<file path="src/rtl/cnl_pkg.sv">
package cnl_pkg;
  localparam int CODE_W   = 5;
  localparam int CTRL_W   = 16;
  localparam int A_LSB    = 0;
  localparam int B_LSB    = 5;
  localparam int EXT_BIT  = 10;
  localparam int HOLD_BIT = 15;
  localparam int ADDR_W   = 2;
  localparam int ADDR_CTRL = 0;
  localparam int ADDR_FREQ = 1;
endpackage

</file>
<file path="src/rtl/cnl_regs.sv">
module cnl_regs
  import cnl_pkg::*;
#(
  parameter int ACC_W  = 32,
  parameter int HALF_W = 16
) (
  input  logic              clk,
  input  logic              rst,
  input  logic              wr_en,
  input  logic [ADDR_W-1:0] wr_addr,
  input  logic [HALF_W-1:0] wr_data,
  input  logic              coef_sync,
  input  logic              freq_sync,
  output logic [CODE_W-1:0] a_work,
  output logic [CODE_W-1:0] b_work,
  output logic              ext_sel,
  output logic              hold,
  output logic [ACC_W-1:0]  freq_work
);
  localparam int NHALF = ACC_W / HALF_W;

  logic [CODE_W-1:0] a_sh, b_sh;
  logic [ACC_W-1:0]  freq_sh;

  always_ff @(posedge clk) begin
    if (rst) begin
      a_sh    <= '0;
      b_sh    <= '0;
      ext_sel <= 1'b0;
      hold    <= 1'b0;
    end else if (wr_en && wr_addr == ADDR_W'(ADDR_CTRL)) begin
      a_sh    <= wr_data[A_LSB +: CODE_W];
      b_sh    <= wr_data[B_LSB +: CODE_W];
      ext_sel <= wr_data[EXT_BIT];
      hold    <= wr_data[HOLD_BIT];
    end
  end

  for (genvar i = 0; i < NHALF; i++) begin : g_half
    always_ff @(posedge clk) begin
      if (rst)
        freq_sh[i*HALF_W +: HALF_W] <= '0;
      else if (wr_en && wr_addr == ADDR_W'(ADDR_FREQ + i))
        freq_sh[i*HALF_W +: HALF_W] <= wr_data;
    end
  end

  always_ff @(posedge clk) begin
    if (rst) begin
      a_work    <= '0;
      b_work    <= '0;
      freq_work <= '0;
    end else begin
      if (coef_sync) begin
        a_work <= a_sh;
        b_work <= b_sh;
      end
      if (freq_sync)
        freq_work <= freq_sh;
    end
  end
endmodule

</file>
<file path="src/rtl/cnl_scale.sv">
module cnl_scale #(
  parameter int W      = 32,
  parameter int CODE_W = 5
) (
  input  logic signed [W-1:0] din,
  input  logic [CODE_W-1:0]   code,
  output logic signed [W-1:0] dout
);
  always_comb begin
    if (code == '0) dout = '0;
    else            dout = din >>> code;
  end
endmodule

</file>
<file path="src/rtl/cnl_filter.sv">
module cnl_filter
  import cnl_pkg::*;
#(
  parameter int ERR_W = 16,
  parameter int ACC_W = 32
) (
  input  logic                    clk,
  input  logic                    rst,
  input  logic signed [ERR_W-1:0] phase_err,
  input  logic                    ext_err,
  input  logic                    ext_sel,
  input  logic                    hold,
  input  logic [CODE_W-1:0]       a_code,
  input  logic [CODE_W-1:0]       b_code,
  output logic signed [ACC_W-1:0] prop,
  output logic signed [ACC_W-1:0] integ,
  output logic signed [ACC_W-1:0] loop_q
);
  localparam int FULL_SCALE = 2**(ERR_W-1) - 1;
  localparam logic signed [ACC_W-1:0] FS_POS = ACC_W'(FULL_SCALE);

  logic signed [ACC_W-1:0] err_ext, err_sel, int_inc;

  assign err_ext = {{(ACC_W-ERR_W){phase_err[ERR_W-1]}}, phase_err};
  assign err_sel = ext_sel ? (ext_err ? -FS_POS : FS_POS) : err_ext;

  cnl_scale #(.W(ACC_W), .CODE_W(CODE_W)) u_prop (
    .din(err_sel), .code(a_code), .dout(prop));
  cnl_scale #(.W(ACC_W), .CODE_W(CODE_W)) u_int (
    .din(err_sel), .code(b_code), .dout(int_inc));

  always_ff @(posedge clk) begin
    if (rst) begin
      integ  <= '0;
      loop_q <= '0;
    end else begin
      if (!hold) integ <= integ + int_inc;
      loop_q <= prop + integ;
    end
  end
endmodule

</file>
<file path="src/rtl/carrier_nco_loop.sv">
module carrier_nco_loop
  import cnl_pkg::*;
#(
  parameter int ERR_W  = 16,
  parameter int ACC_W  = 32,
  parameter int HALF_W = 16,
  parameter int PH_W   = 16
) (
  input  logic                    clk,
  input  logic                    rst,
  input  logic                    wr_en,
  input  logic [ADDR_W-1:0]       wr_addr,
  input  logic [HALF_W-1:0]       wr_data,
  input  logic                    coef_sync,
  input  logic                    freq_sync,
  input  logic signed [ERR_W-1:0] phase_err,
  input  logic                    ext_err,
  output logic signed [ACC_W-1:0] loop_out,
  output logic [PH_W-1:0]         phase_out
);
  logic [CODE_W-1:0]       a_work, b_work;
  logic                    ext_sel, hold;
  logic [ACC_W-1:0]        freq_work;
  logic signed [ACC_W-1:0] prop, integ;
  logic [ACC_W-1:0]        acc;

  cnl_regs #(.ACC_W(ACC_W), .HALF_W(HALF_W)) u_regs (
    .clk(clk), .rst(rst), .wr_en(wr_en), .wr_addr(wr_addr), .wr_data(wr_data),
    .coef_sync(coef_sync), .freq_sync(freq_sync),
    .a_work(a_work), .b_work(b_work), .ext_sel(ext_sel), .hold(hold),
    .freq_work(freq_work));

  cnl_filter #(.ERR_W(ERR_W), .ACC_W(ACC_W)) u_filt (
    .clk(clk), .rst(rst), .phase_err(phase_err), .ext_err(ext_err),
    .ext_sel(ext_sel), .hold(hold), .a_code(a_work), .b_code(b_work),
    .prop(prop), .integ(integ), .loop_q(loop_out));

  always_ff @(posedge clk) begin
    if (rst) acc <= '0;
    else     acc <= acc + freq_work + loop_out;
  end

  assign phase_out = acc[ACC_W-1 -: PH_W];
endmodule

</file>
<file path="config.mk">
export PLATFORM = sky130hd
export DESIGN_NAME = carrier_nco_loop
export DESIGN_NICKNAME = d
export VERILOG_FILES = /design/src/rtl/cnl_pkg.sv /design/src/rtl/cnl_regs.sv /design/src/rtl/cnl_scale.sv /design/src/rtl/cnl_filter.sv /design/src/rtl/carrier_nco_loop.sv
export SDC_FILE = /design/constraint.sdc
export NUM_CORES = 1
export LEC_CHECK = 0
export BUFFER_PORTS_ARGS = -buffer_cell sky130_fd_sc_hd__buf_2
export CAP_MARGIN = 15
export CORE_MARGIN = 2
export CORE_UTILIZATION = 32
export CTS_CLUSTER_SIZE = 25
export DETAILED_ROUTE_END_ITERATION = 10
export HOLD_SLACK_MARGIN = 0.03
export PLACE_DENSITY = 0.47
export RECOVER_POWER = 100
export SLEW_MARGIN = 20
export SYNTH_ARGS = -nofsm -noshare
export SYNTH_HDL_FRONTEND = slang
export SYNTH_SLANG_ARGS = --single-unit
</file>
<file path="constraint.sdc">
create_clock -name clk -period 7.9 [get_ports clk]
set_input_delay 0 -clock clk [delete_from_list [all_inputs] [get_ports clk]]
set_output_delay 0 -clock clk [all_outputs]
set_load 0.05 [all_outputs]
</file>
==> impl.org, run 1 <==
** Run status
- Status :: complete, but fails checks
- The final reports fail on capacitance limit, slew limit.

** STA
- Setup TNS Final :: 0 ps
- Setup violations, final :: 0
- At the pin with the least slew margin, the transition time is 2533 ps.
- Once routing completed, OpenROAD measured the worst setup slack at 1925 ps.
- Fin. max-slew vios :: 208
- Measured against its own limit, the worst slew margin works out to -0.6889.
- Clock skew on the completed layout was measured at 16.65 ps.
- Final critical path time including I/O delays and setup :: 5975 ps
- Derived from the worst setup path, the maximum achievable clock frequency is 0.1674 GHz.
- Setup repair after global routing left no endpoint under its margin.
- Period Utilization, post-route :: 0.7564
- Hold Violations, Final :: 0

** Worst setup path
- Along the worst path, the maximum fanout reaches 29.
- The worst setup path is of the reg -> reg kind.
- Setup crit start kind :: register
- For the worst setup path, the data required time is 8280 ps.
- STA classifies the critical path endpoint as a register.
- Critical path arrival :: 6350 ps
- Across all register-to-register paths, the minimum setup slack is 1920 ps.

** Layout
- Net total in the final layout :: 1799
- Share of the core filled with cells :: 0.3572
- Post-route cell area :: 14550 um^2
- Count of inserted antenna diode cells :: 0
- Fraction of final layout cells sized beyond drive strength 1 :: 0.06809
- Layout Area Growth over Synthesis :: 10.59%
- After filler insertion, the fill cell instance count of the layout stands at ~4300.

** Floorplan
- 88 I/O pins were placed.
- The die is around 210 um tall.
- Die Area :: 42750 um^2
- Number of rows created at floorplan :: 74
- The core region is 40740 um^2.
- For this configuration, the core starts out at a cell density of 0.3229.
- In this run the horizontal extent of the chip is 206.8 um.

** Global routing
- Wire length of the first global-routing pass :: 58680 um
- Congestion Overflow GR :: 0
- Number of global-route vias before repair :: approximately 11000
- Pin count of the biggest net entering global routing :: 59
- The number of antenna violations at the first check in global routing came to 0.
- In the global route stage, overall resource usage came out at 0.1750.

** Placement
- HPWL after DPL :: 27720 um
- Post-place setup slack :: 2570 ps
- Final Wtd Congestion :: 0.8421
- Area of placed instances :: 13880 um^2
- Number of buffers added on ports :: 87

** Power
- The design draws roughly 2500 uW.
- IR analysis of the VDD net gives a maximum drop of 0.0001666 V.
- Leakage power summed over all cells :: 0.006284 uW
- Power density of the placed cells :: 173.3 nW/um^2

** Run
- Max-cap violation count :: 4

** Synth
- Synthesis produced a netlist with a net count of 1773.
- Number of register bits inferred by synthesis :: 182
- Of all cell types, the one taking the most synthesized area is sky130_fd_sc_hd__dfxtp_1.
- By instance count, the leading cell after synthesis is sky130_fd_sc_hd__dfxtp_1.
- Number of warnings reported in the yosys synthesis log :: 0
- Summing every instance area after synthesis gives 13160 um^2.
- Of the post-synthesis cell area, the dominant cell type holds 0.2769.
- The most used flip-flop cell after synthesis is sky130_fd_sc_hd__dfxtp_1.
- Yosys attributes the largest share of cell area to sky130_fd_sc_hd__dfxtp_1, sky130_fd_sc_hd__ha_1, sky130_fd_sc_hd__mux2i_1.
- Synth unique cells :: 77
- The synthesized design contains 0 enable-type register cells.
- Of the synthesized area, sequential elements account for 0.2769.
- Synthesis produced a netlist whose cell count is 1607.
- Mean cell area of the mapped netlist :: 8.187 um^2
- Commonest cells post-synth :: sky130_fd_sc_hd__dfxtp_1, sky130_fd_sc_hd__a21oi_1, sky130_fd_sc_hd__nor2_1, sky130_fd_sc_hd__nand2_1, sky130_fd_sc_hd__mux2i_1
- After synthesis, the share of flip-flops with an asynchronous set or reset is 0.

** Route
- For this run, design rule violations remaining after detail routing come to 0.
- Total Wirelength :: 36720 um
- Dividing the detail-routed via count by the number of cells gives between 5 and 6.
- Once detail routing completed, the nets flagged for antenna violations numbered 0.
- Pre-Repair DR Iteration Count :: 5
- In this run, the number of DRC markers left after iteration 0 of detailed routing was 832.
- After detailed routing, the average wire length per cell comes to about 17 um.
- For this block, the via count after detailed routing is ~11000.

** CTS
- After clock tree synthesis, the setup repair step added 0 buffers.
- CTS saw 182 sinks.
- Buffer levels on the longest clock path :: 2
- In this run, post-CTS repair resized a total of 0 instances.
- At the later pin of the worst-skew pair, clock insertion delay measures about 460 ps.
- CTS root buf :: sky130_fd_sc_hd__clkbuf_16
- Clock-pin slew was measured on the worst setup and hold paths at 80 ps.
- CTS tree :: yes
- Number of buffers inserted during clock tree synthesis :: 17
- The clock tree synthesis step divided the H-tree into 4 levels.

** Hold path
- The tightest min-delay check is of the in -> reg type.
-- area by class of cell --
cell class	instances	area [um^2]	area share
inverters	37	138.9	0.009545
well taps	532	665.6	0.04575
multi-input cells	1277	8876	0.6100
clock inverters	14	167.7	0.01152
clock buffers	17	425.4	0.02924
flip-flops and latches	182	3643	0.2504
repair buffers	118	633.1	0.04351
-- metrics by stage --
step                std cells  hold WS [ps]
detailed placement       2128         277.2
CTS                      2177         31.58
global route             2177         59.70
finish                   2177         60.20
global placement         2128         282.6
floorplan                1607         136.0
-- power by group --
group / internal (uW) / switching (uW) / total, uW / leakage, uW
Combinational: 211 / 393 / 604 / 0.00452
Sequential: 974 / 58.8 / 1030 / 0.00148
Clock: 450 / 435 / 885 / 0.000291
-- final timing paths --
kind | startpoint | endpoint | depth (start not counted)
hold / removal | wr_addr[1] | u_regs.freq_sh[6]$_SDFFE_PP0P_ | 4
setup reg to reg | u_regs.ext_sel$_SDFFE_PP0P_ | u_filt.loop_q[31]$_SDFF_PP0_ | 17
setup / recovery | u_regs.ext_sel$_SDFFE_PP0P_ | u_filt.loop_q[31]$_SDFF_PP0_ | 17
hold reg to reg | u_regs.freq_sh[9]$_SDFFE_PP0P_ | u_regs.freq_sh[9]$_SDFFE_PP0P_ | 2
-- flip-flops by register name, summed over array words and instances (netlist names) --
name,count
u_regs.ext_sel,1
u_regs.freq_work,32
u_regs.b_sh,5
u_regs.a_work,5
u_regs.freq_sh,32
u_filt.loop_q,32
acc,32
u_regs.b_work,5
u_regs.hold,1
u_filt.integ,32
u_regs.a_sh,5
-- routing by layer --
metal / track usage / vias to the layer above / share of wire
met3: 0.02261 / 32 / 0.028
met1: 0.2441 / 5292 / 0.50
met2: 0.2840 / 173 / 0.46
met4: 0.04737 / 0 / 0.016
li1: - / 5798 / -
met5: 0 / - / 0
-- worst max-delay path: stages (launching register included) --
cell                        delay (ps)
sky130_fd_sc_hd__dfxtp_1           560
sky130_fd_sc_hd__and2_0           1120
sky130_fd_sc_hd__a21oi_1            70
sky130_fd_sc_hd__clkbuf_1          370
sky130_fd_sc_hd__nand2_1           180
sky130_fd_sc_hd__o31ai_1           100
sky130_fd_sc_hd__a221o_1           350
sky130_fd_sc_hd__o41ai_1           430
sky130_fd_sc_hd__ha_1              420
sky130_fd_sc_hd__a21oi_1           200
sky130_fd_sc_hd__o21ai_0           110
sky130_fd_sc_hd__a21oi_1           180
sky130_fd_sc_hd__o2111ai_1         190
sky130_fd_sc_hd__a221oi_1          400
sky130_fd_sc_hd__o21ai_0           360
sky130_fd_sc_hd__a41o_1            360
sky130_fd_sc_hd__a2111o_1          410
sky130_fd_sc_hd__o21ai_0            90
-- placed cells by master (no fill, tap or decap), drive strengths merged, types with 8 or more instances in the layout --
master | synthesis | routed
nand3 | 17 | 17
a31oi | 17 | 17
ha | 92 | 92
nor2b | 28 | 28
o21ai | 75 | 75
nor2 | 181 | 181
mux2i | 94 | 94
xor2 | 21 | 21
a21oi | 184 | 184
and3 | 15 | 15
fa | 34 | 34
o211ai | 8 | 8
a211o | 9 | 9
clkbuf | 80 | 71
o21a | 16 | 16
and2 | 14 | 14
a21o | 53 | 53
nor3 | 25 | 25
clkinv | 3 | 10
nand4 | 10 | 10
inv | 34 | 40
buf | 31 | 46
nand2b | 18 | 18
mux2 | 14 | 14
a211oi | 32 | 32
o21bai | 13 | 13
xnor2 | 41 | 41
dlygate4sd3 | 0 | 18
dfxtp | 182 | 182
nand2 | 166 | 166
-- kinds of logic after synthesis --
group | Yosys count | synth area share
buffers and inverters | 148 | 0.04736
and+or+nand+nor | 506 | 0.1752
muxes | 112 | 0.09035
AOI/OAI and AO/OA | 471 | 0.2297
xor gates and xnor gates | 62 | 0.04127
DFF | 182 | 0.2769
adders and majority gates | 126 | 0.1392
-- what timing repair did --
item | in CTS | in global routing
endpoints found under the hold margin | 77 | 0
hold buffers | 18 | 0
endpoints found under the setup margin | 0 | 0
(Power assumes the default switching activity.)
==> run 2: changes to the inputs <==
Settings changed: ABC_AREA set to 1, PLACE_DENSITY 0.47 to 0.48.
Clock period 7.9 ns to 5.2 ns, I/O delays scaled along.
==> run 2 against run 1 <==
Compared with the run above:
- the flow still finishes with violations (capacitance limit, slew limit)
- register-to-register slack got worse by 880 ps
- total power rose to 3.0 times the previous value
- largest power group is now combinational cells
- clock skew is 1.3 ps higher
- utilization fell by 0.24 points
- sequential share of layout area shrank 2.3 points
- critical endpoint is now u_filt.loop_q[12]$_SDFF_PP0_
==> impl.org, run 2 <==
** Run status
- Status :: complete, but fails checks
- Failing checks :: capacitance limit, slew limit

** Worst setup path
- Most frequent cell on the critical path :: sky130_fd_sc_hd__nand2_1
- Category of the worst setup path capture point :: register
- At the worst endpoint, the arrival time is 4530 ps.
- R2R Path Start :: u_regs.ext_sel$_SDFFE_PP0P_
- In this run the worst path has a maximum fanout of 42.
- The kind of cell with the highest combined delay along the critical path is simple AND/OR/NAND/NOR gates.
- Walking the worst path, the cells encountered are nand2_4 > nand2_1 > nand2_1 > o21ai_0 > nand2_1 > nand2_1 > nand2_1 > nand3_1 > nand2_1 > a21oi_1 > ha_1 > inv_1 > fa_1 > o21ai_0 > nand2_1 > nand2_1 > nand2_1 > nand2_1 > o21ai_0 > a21oi_1.
- At the worst endpoint, the required time is around 5600 ps.
- By startpoint and endpoint, the worst setup path is classified as reg -> reg.
- Together, buffers and inverters on the worst path number 1.
- In this design, the stage delay of the slowest critical-path cell is 590 ps.
- Setup crit start kind :: register
- For this design, the slowest cell found on the critical path is sky130_fd_sc_hd__dfxtp_1.
- Critical register-to-register path endpoint :: u_filt.loop_q[12]$_SDFF_PP0_
- Logic depth of the worst register-to-register path :: 20
- For flop-to-flop paths, the worst setup slack is 1040 ps.

** Floorplan
- The floorplan step set the die width to between 200 and 250 um.
- Number of rows created at floorplan :: 78
- Core Area :: 45090 um^2
- Pin placement for this block handled 88 I/O pins.
- Die Area :: 47080 um^2
- Starting density of the core :: 0.3219
- From bottom edge to top edge, the die measures about 220 um.

** Synth
- The share of synthesized area in the top cell type comes to 0.2510.
- For this run, the register share of the synthesized area comes to 0.2510.
- Most numerous cell in the Yosys netlist :: sky130_fd_sc_hd__nand2_1
- Count of flip-flops with a built-in enable after synthesis :: 0
- After synthesis the netlist holds a flip-flop and latch count of between 150 and 200.
- Largest cells by area after synthesis :: sky130_fd_sc_hd__dfxtp_1, sky130_fd_sc_hd__nand2_1, sky130_fd_sc_hd__nor2_1
- For this run, the number of Yosys warnings is 0.
- Share of async-settable or async-resettable flops after synthesis :: 0
- Post-synth design cell area :: 14510 um^2
- Instance count of the mapped netlist :: 2385
- Synthesis produced a netlist with a net count of 2551.
- Post-synth top flop :: sky130_fd_sc_hd__dfxtp_1
- Dividing the synthesized area by the synthesized cell count gives 6.086 um^2.
- Synthesis instantiated 39 different standard cells from the library.
- By count the netlist is led by sky130_fd_sc_hd__nand2_1, sky130_fd_sc_hd__nor2_1, sky130_fd_sc_hd__inv_1, sky130_fd_sc_hd__nand3_1, sky130_fd_sc_hd__dfxtp_1.
- Largest area contributor in the netlist :: sky130_fd_sc_hd__dfxtp_1

** Layout
- Net total in the final layout :: 2600
- Register Area :: 3643 um^2
- The library cells used most frequently in the layout, excluding fill and tap cells, are sky130_fd_sc_hd__nand2_1, sky130_fd_sc_hd__nor2_1, sky130_fd_sc_hd__inv_1.
- The filler cells instantiated in the layout total 5064.
- Layout Area Growth over Synthesis :: 10.21%
- Area of combinational cells with multiple inputs :: 9280 um^2
- Fraction of final layout cells sized beyond drive strength 1 :: 0.03801
- Commonest non-fill, non-tap cell in the layout :: sky130_fd_sc_hd__nand2_1
- 0 antenna diodes ended up in the layout.

** STA
- Post-Route Hold Slack :: around 110 ps
- For the final routed database, the setup TNS stands at 0 ps.
- The number of max-slew violations in the final report came to 126.
- Setup repair after global routing left no endpoint under its margin.
- Worst-case clock skew :: 17.99 ps
- At the pin with the least slew margin, the transition time is 3817 ps.
- Period Utilization, post-route :: 0.7996
- Measured against its own limit, the worst slew margin works out to -1.545.
- The final-report hold violation count is 0.
- Final critical path time including I/O delays and setup :: roughly 4200 ps
- For this run, the top clock speed supported by timing is 0.2405 GHz.
- Setup violations remaining at the end of the flow were counted as 0.

** CTS
- Sinks on the clock net :: 182
- Counting the buffers created by CTS gives 17.
- CTS tree :: yes
- In this run the number of H-tree levels came out at 4.
- CTS root buf :: sky130_fd_sc_hd__clkbuf_16
- Buffer levels on the longest clock path :: 2
- Clock-pin transition on the worst setup and hold timing paths :: 80 ps
- Clock latency on the worst-skew pair :: ~500 ps

** Run
- Max-cap violation count :: 3

** Global routing
- The number of antenna violations at the first check in global routing was 0.
- In the global route stage, overall resource usage came out at 0.2188.
- Pin count of the biggest net entering global routing :: 92
- Number of global-route vias before repair :: 13990
- Wire length of the first global-routing pass :: 79470 um
- Congestion Overflow GR :: 0

** Power
- Leakage power summed over all cells :: 0.008376 uW
- IR analysis of the VDD net gives a maximum drop of 0.0002801 V.
- In this run the power density over the cells is 472.0 nW/um^2.

** Placement
- Detailed placement ended at an HPWL of about 40000 um.
- Input and output buffers added on the ports amount to between 80 and 90.
- Routability-driven placement finished with a final weighted congestion of 0.9391.

** Route
- For this run, design rule violations remaining after detail routing come to 0.
- Count of antenna-violating nets left after detailed routing :: 0
- Pre-Repair DR Iteration Count :: 5
- Detailed router's first-iteration violation count :: 1178
- The final route contains 14850 vias.
- Dividing the detail-routed via count by the number of cells gives 4.874.
- Detailed-route wire length per cell :: 16.62 um
- After detailed routing, the total wire length is around 51000 um.

** Hold path
- Hold path startpoint :: coef_sync
- In this run the worst hold path is classified as in -> reg.
- Worst hold path depth :: 3
- The worst hold path terminates at u_regs.b_work[3]$_SDFFE_PP0P_.
==> run 2: timing repair <==
| action | in CTS | in global routing |
|---|---|---|
| hold buffers | 16 | 0 |
| setup endpoints to repair | 0 | 0 |
| setup buffers | 0 | 0 |
| hold endpoints to repair | 44 | 0 |
| resized for setup | 0 | 0 |
==> run 2: worst register-to-register path, delay by kind of cell, from the launching register on <==
family	cells	cell delay, ps
flip-flops	1	590
adder cells (fa/ha/maj)	2	660
buffers and inverters	1	60
AO/OA/AOI/OAI	5	990
AND/OR/NAND/NOR	12	1730
==> run 2: how the worst max path moves through the flow <==
stage	start	to	slack [ps]	cells past startpoint
6_report	u_regs.ext_sel$_SDFFE_PP0P_	u_filt.loop_q[12]$_SDFF_PP0_	1040	20
5_1_grt	u_regs.ext_sel$_SDFFE_PP0P_	u_filt.loop_q[22]$_SDFF_PP0_	530	23
4_1_cts	u_regs.ext_sel$_SDFFE_PP0P_	u_filt.loop_q[12]$_SDFF_PP0_	1350	20
3_5_place_dp	u_regs.ext_sel$_SDFFE_PP0P_	u_filt.loop_q[12]$_SDFF_PP0_	1380	20
3_3_place_gp	u_regs.ext_sel$_SDFFE_PP0P_	u_filt.loop_q[26]$_SDFF_PP0_	1120	18
2_1_floorplan	u_regs.ext_sel$_SDFFE_PP0P_	u_filt.integ[16]$_SDFFE_PP0N_	2390	24
==> run 2: cell families after synthesis <==
group           count (synthesis)  share of synthesized area
simple gates                 1279                     0.3561
fa+ha+maj                     126                     0.1262
compound gates                386                     0.1445
buf+inv                       390                     0.1089
flops                         182                     0.2510
xor+xnor                       22                    0.01328
==> run 2: metal layers <==
metal,routed length [um],up-vias,GRT usage
li1,-,7677,-
met1,24530,6774,0.3015
met2,22600,341,0.3483
met3,2268,59,0.03187
met4,1245,0,0.07603
met5,0,-,0
==> run 2: where the power goes <==
part	internal, uW	switching, uW	total [uW]
sequential	1710	380	2090
combinational	1240	2870	4120
clock	662	681	1340
==> run 2: through the flow <==
step	instance area, um^2	util	cells	worst slack [ps]	power [uW]
final	16000	0.3548	3047	1042	7550
after global routing	16000	0.3548	3047	529.3	8207
after CTS	16090	0.3568	3047	1346	7631
after detailed placement	15350	0.3404	2999	1382	6250
after global placement	15350	0.3404	2999	1125	6239
after floorplan	14510	-	2385	2388	5070
==> run 2: cell type report <==
type | count | area share
Multi-Input combinational cell | 1813 | 0.5802
Sequential cell | 182 | 0.2278
Inverter | 308 | 0.07251
Tap cell | 600 | 0.04693
Timing Repair Buffer | 112 | 0.03622
Clock buffer | 20 | 0.02855
Clock inverter | 12 | 0.007822
==> run 3: changes to the inputs <==
Settings changed: ABC_AREA 1 to 0.
Clock period 5.2 ns to 3.7 ns, I/O delays scaled along.
==> run 3 against run 2 <==
Compared with the run above:
- the flow finishes with violations (capacitance limit, slew limit, setup timing)
- clock skew is 3.6 ps higher
- first-iteration DRC count is 31% lower
- setup slack lost 1400 ps
- total power fell by 22%
- routed wire length is 18% lower
- largest power group is now registers
==> impl.org, run 3 (same netlist as run 1, synthesis figures left out) <==
** CTS
- Clock latency on the worst-skew pair :: 470 ps
- TritonCTS built the clock tree.
- CTS H-Tree Depth :: 4
- Number of buffers inserted during clock tree synthesis :: 17
- Clock-pin slew was measured on the worst setup and hold paths at 80 ps.
- The cell sitting at the root of the clock tree is a sky130_fd_sc_hd__clkbuf_16.
- CTS saw 182 sinks.
- The clock passes through at most 2 buffers.

** Worst setup path
- In this run the critical register-to-register path is launched from u_regs.b_work[0]$_SDFFE_PP0P_.
- The slowest stage of the critical path is the sky130_fd_sc_hd__a2111oi_4 cell.
- The worst setup path is captured at a register.
- Critical path arrival :: 4390 ps
- Among cell families on the critical path, the largest total delay comes from compound AO/OA/AOI/OAI gates.
- Walking the worst path, the cells encountered are buf_12 > buf_4 > mux2i_1 > a21oi_2 > buf_4 > mux2i_4 > a211oi_2 > a211oi_2 > nor2_1 > ha_1 > and3_4 > o211a_1 > a21oi_2 > o21ai_2 > a2111oi_4 > a21boi_2 > a311oi_2 > mux2i_1 > mux2_1.
- Logic depth of the worst register-to-register path :: 19
- Setup crit start kind :: register
- The most critical setup path has its endpoint at u_filt.integ[31]$_SDFFE_PP0N_.
- Number of buffer and inverter stages on the critical path :: 3
- The endpoint identified for the worst register-to-register timing path is u_filt.integ[31]$_SDFFE_PP0N_.
- CP Max Fanout :: 8
- Register-to-register path setup slack :: -330 ps
- Largest stage delay, worst path :: ~430 ps
- The most critical setup path has its startpoint at u_regs.b_work[0]$_SDFFE_PP0P_.
- Worst path depth :: 19
- WS Path Type :: reg -> reg
- Required time of the critical path :: 4050 ps

** Layout
- Count of inserted antenna diode cells :: 0
- The library cell used most frequently in the layout, excluding fill and tap cells, is sky130_fd_sc_hd__buf_4.
- Fraction of final layout cells sized beyond drive strength 1 :: 0.3009
- Layout Area Growth over Synthesis :: 37.46%
- Post-Layout Cell Count :: 2443
- Leading cell types in the layout, fill and taps excluded :: sky130_fd_sc_hd__buf_4, sky130_fd_sc_hd__dfxtp_1, sky130_fd_sc_hd__nor2_1
- The net count of the finished layout is about 2100.

** Global routing
- Busiest layer in global routing :: met2
- For this run, global-route usage on met2 was measured as 0.3304.
- The number of antenna violations at the first check in global routing came to 0.
- Global-route usage over all layers :: 0.1935
- Congestion Overflow GR :: 0
- GR met1 Demand/Resource :: 0.2603
- The via count of the first global-routing pass is 12200.
- Met3 Use GR :: 0.02370
- Wire length of the first global-routing pass :: 65050 um
- Entering global routing, the biggest net connects between 70 and 80 pins.

** Route
- In the routed design, unresolved DRC markers number 0.
- Across all layers, the routed design uses 12430 vias.
- Total Wirelength :: 41700 um
- The count of nets left with antenna violations once routing finished came out at 0.
- Per-cell via count in the routed design :: 5.087
- Dividing the detail-routed wire length by the instance count gives 17.07 um.
- For this run, the detailed router's first-pass iteration total came to 7.
- Detailed router's first-iteration violation count :: 810

** STA
- Fin. max-slew vios :: 57
- For the finished layout, the period the worst path requires is between 4000 and 5000 ps.
- Clock skew on the completed layout was measured at 21.55 ps.
- Setup total negative slack on the finished layout was measured at -3302 ps.
- Slack of the critical path :: -333.7 ps
- Hold Violations, Final :: 0
- Dividing the final minimum period by the clock period gives 1.090.
- Slew of the pin with the lowest slew margin :: 2454 ps
- Derived from the worst setup path, the maximum achievable clock frequency is 0.2479 GHz.
- Setup violations remaining at the end of the flow were counted as 27.
- Relative slew slack :: -0.6360
- Setup repair after global routing missed its margin :: yes

** Power
- Leakage power summed over all cells :: ~0.008 uW
- Power density of the placed cells :: 325.7 nW/um^2
- Overall power after layout :: 5891 uW
- Across the VDD grid, the largest voltage drop is a little over 0.0003 V.

** Floorplan
- Vertical die dimension :: just over 200 um
- The floorplan step defined a die boundary enclosing 42750 um^2.
- Core Area :: 40740 um^2
- Measured along the x axis, the die boundary spans a little over 200 um.
- The initial utilization of the core area, before any placement, comes to 0.3229.
- 88 I/O pins were placed.
- The initialized floorplan defines 74 standard-cell rows.

** Placement
- Cell Count Post-Placement :: 2337
- Once detailed placement completed, the half-perimeter wirelength came to approximately 31000 um.
- Number of buffers added on ports :: 87
- Final Wtd Congestion :: 0.8453

** Run status
- Status :: complete, but fails checks
- The checks that failed: capacitance limit, slew limit, setup timing.

** Run
- Max-cap violation count :: 1

** Hold path
- Type of the tightest min-delay check :: in -> reg
-- run 3: changes by cell type in the layout (fill, tap and decap cells not counted), sizes merged, moves of 18 or more --
| cell | before | now |
|---|---|---|
| a211oi | 0 | 32 |
| a21o | 5 | 53 |
| a21oi | 157 | 184 |
| buf | 39 | 311 |
| inv | 306 | 37 |
| mux2i | 0 | 94 |
| nand2 | 660 | 166 |
| nand2b | 0 | 18 |
| nand3 | 188 | 17 |
| nor2 | 394 | 181 |
| nor2b | 0 | 28 |
| o211ai | 26 | 8 |
| o21ai | 177 | 75 |
| xnor2 | 6 | 41 |
-- run 3: repair_timing --
action | CTS | global route
gates resized for setup | 121 | 152
gates cloned | 1 | 3
hold buffers | 21 | 0
endpoints found under the setup margin | 38 | 48
endpoints found under the hold margin | 65 | 0
pin swaps | 58 | 79
setup buffers | 34 | 23
-- run 3: through the flow --
stage	cell area [um^2]	setup WS, ps	hold WS (ps)	utilization
2_1_floorplan	13360	-32.33	136.0	-
3_3_place_gp	15630	-706.2	281.3	0.3837
3_5_place_dp	15630	-767.8	281.0	0.3837
4_1_cts	17260	-403.4	153.1	0.4236
5_1_grt	18080	-579.5	48.29	0.4439
6_report	18080	-333.7	44.76	0.4439
-- run 3: final cells by class --
type                    instances  area (um^2)
well taps                     532        665.6
repair buffers                383         2892
multi-input cells            1278        10080
inverters                      37        140.1
clock inverters                13        222.7
clock buffers                  18        429.2
fillers                      4025        22650
flip-flops and latches        182         3652
-- run 3: tightest hold or removal path: cells and delay by family --
kind | cells | cell delay, ps
buf+inv | 1 | 150
compound gates | 1 | 50
simple gates | 2 | 260
-- run 3: worst min-delay path by stage --
stage          depth (start not counted)   startpoint                               to  slack [ps]
6_report                               4   wr_addr[1]   u_regs.freq_sh[2]$_SDFFE_PP0P_          40
5_1_grt                                4   wr_addr[1]  u_regs.freq_sh[12]$_SDFFE_PP0P_          50
4_1_cts                                4   wr_addr[1]   u_regs.freq_sh[1]$_SDFFE_PP0P_         150
3_5_place_dp                           3  wr_data[11]  u_regs.freq_sh[11]$_SDFFE_PP0P_         280
3_3_place_gp                           3  wr_data[11]  u_regs.freq_sh[11]$_SDFFE_PP0P_         280
2_1_floorplan                          2   wr_data[0]   u_regs.freq_sh[0]$_SDFFE_PP0P_         140
-- run 3: power by group --
group / total, uW / switching, uW / leakage (uW) / internal (uW)
combinational: 1620 / 965 / 0.00617 / 657
sequential: 2200 / 119 / 0.00148 / 2080
clock: 2070 / 860 / 0.000311 / 1210
-- run 3: per-layer routing --
metal,part of all wire,up-vias
met4,0.013,0
met2,0.48,142
met3,0.021,39
li1,-,6314
met5,0,-
met1,0.48,5933
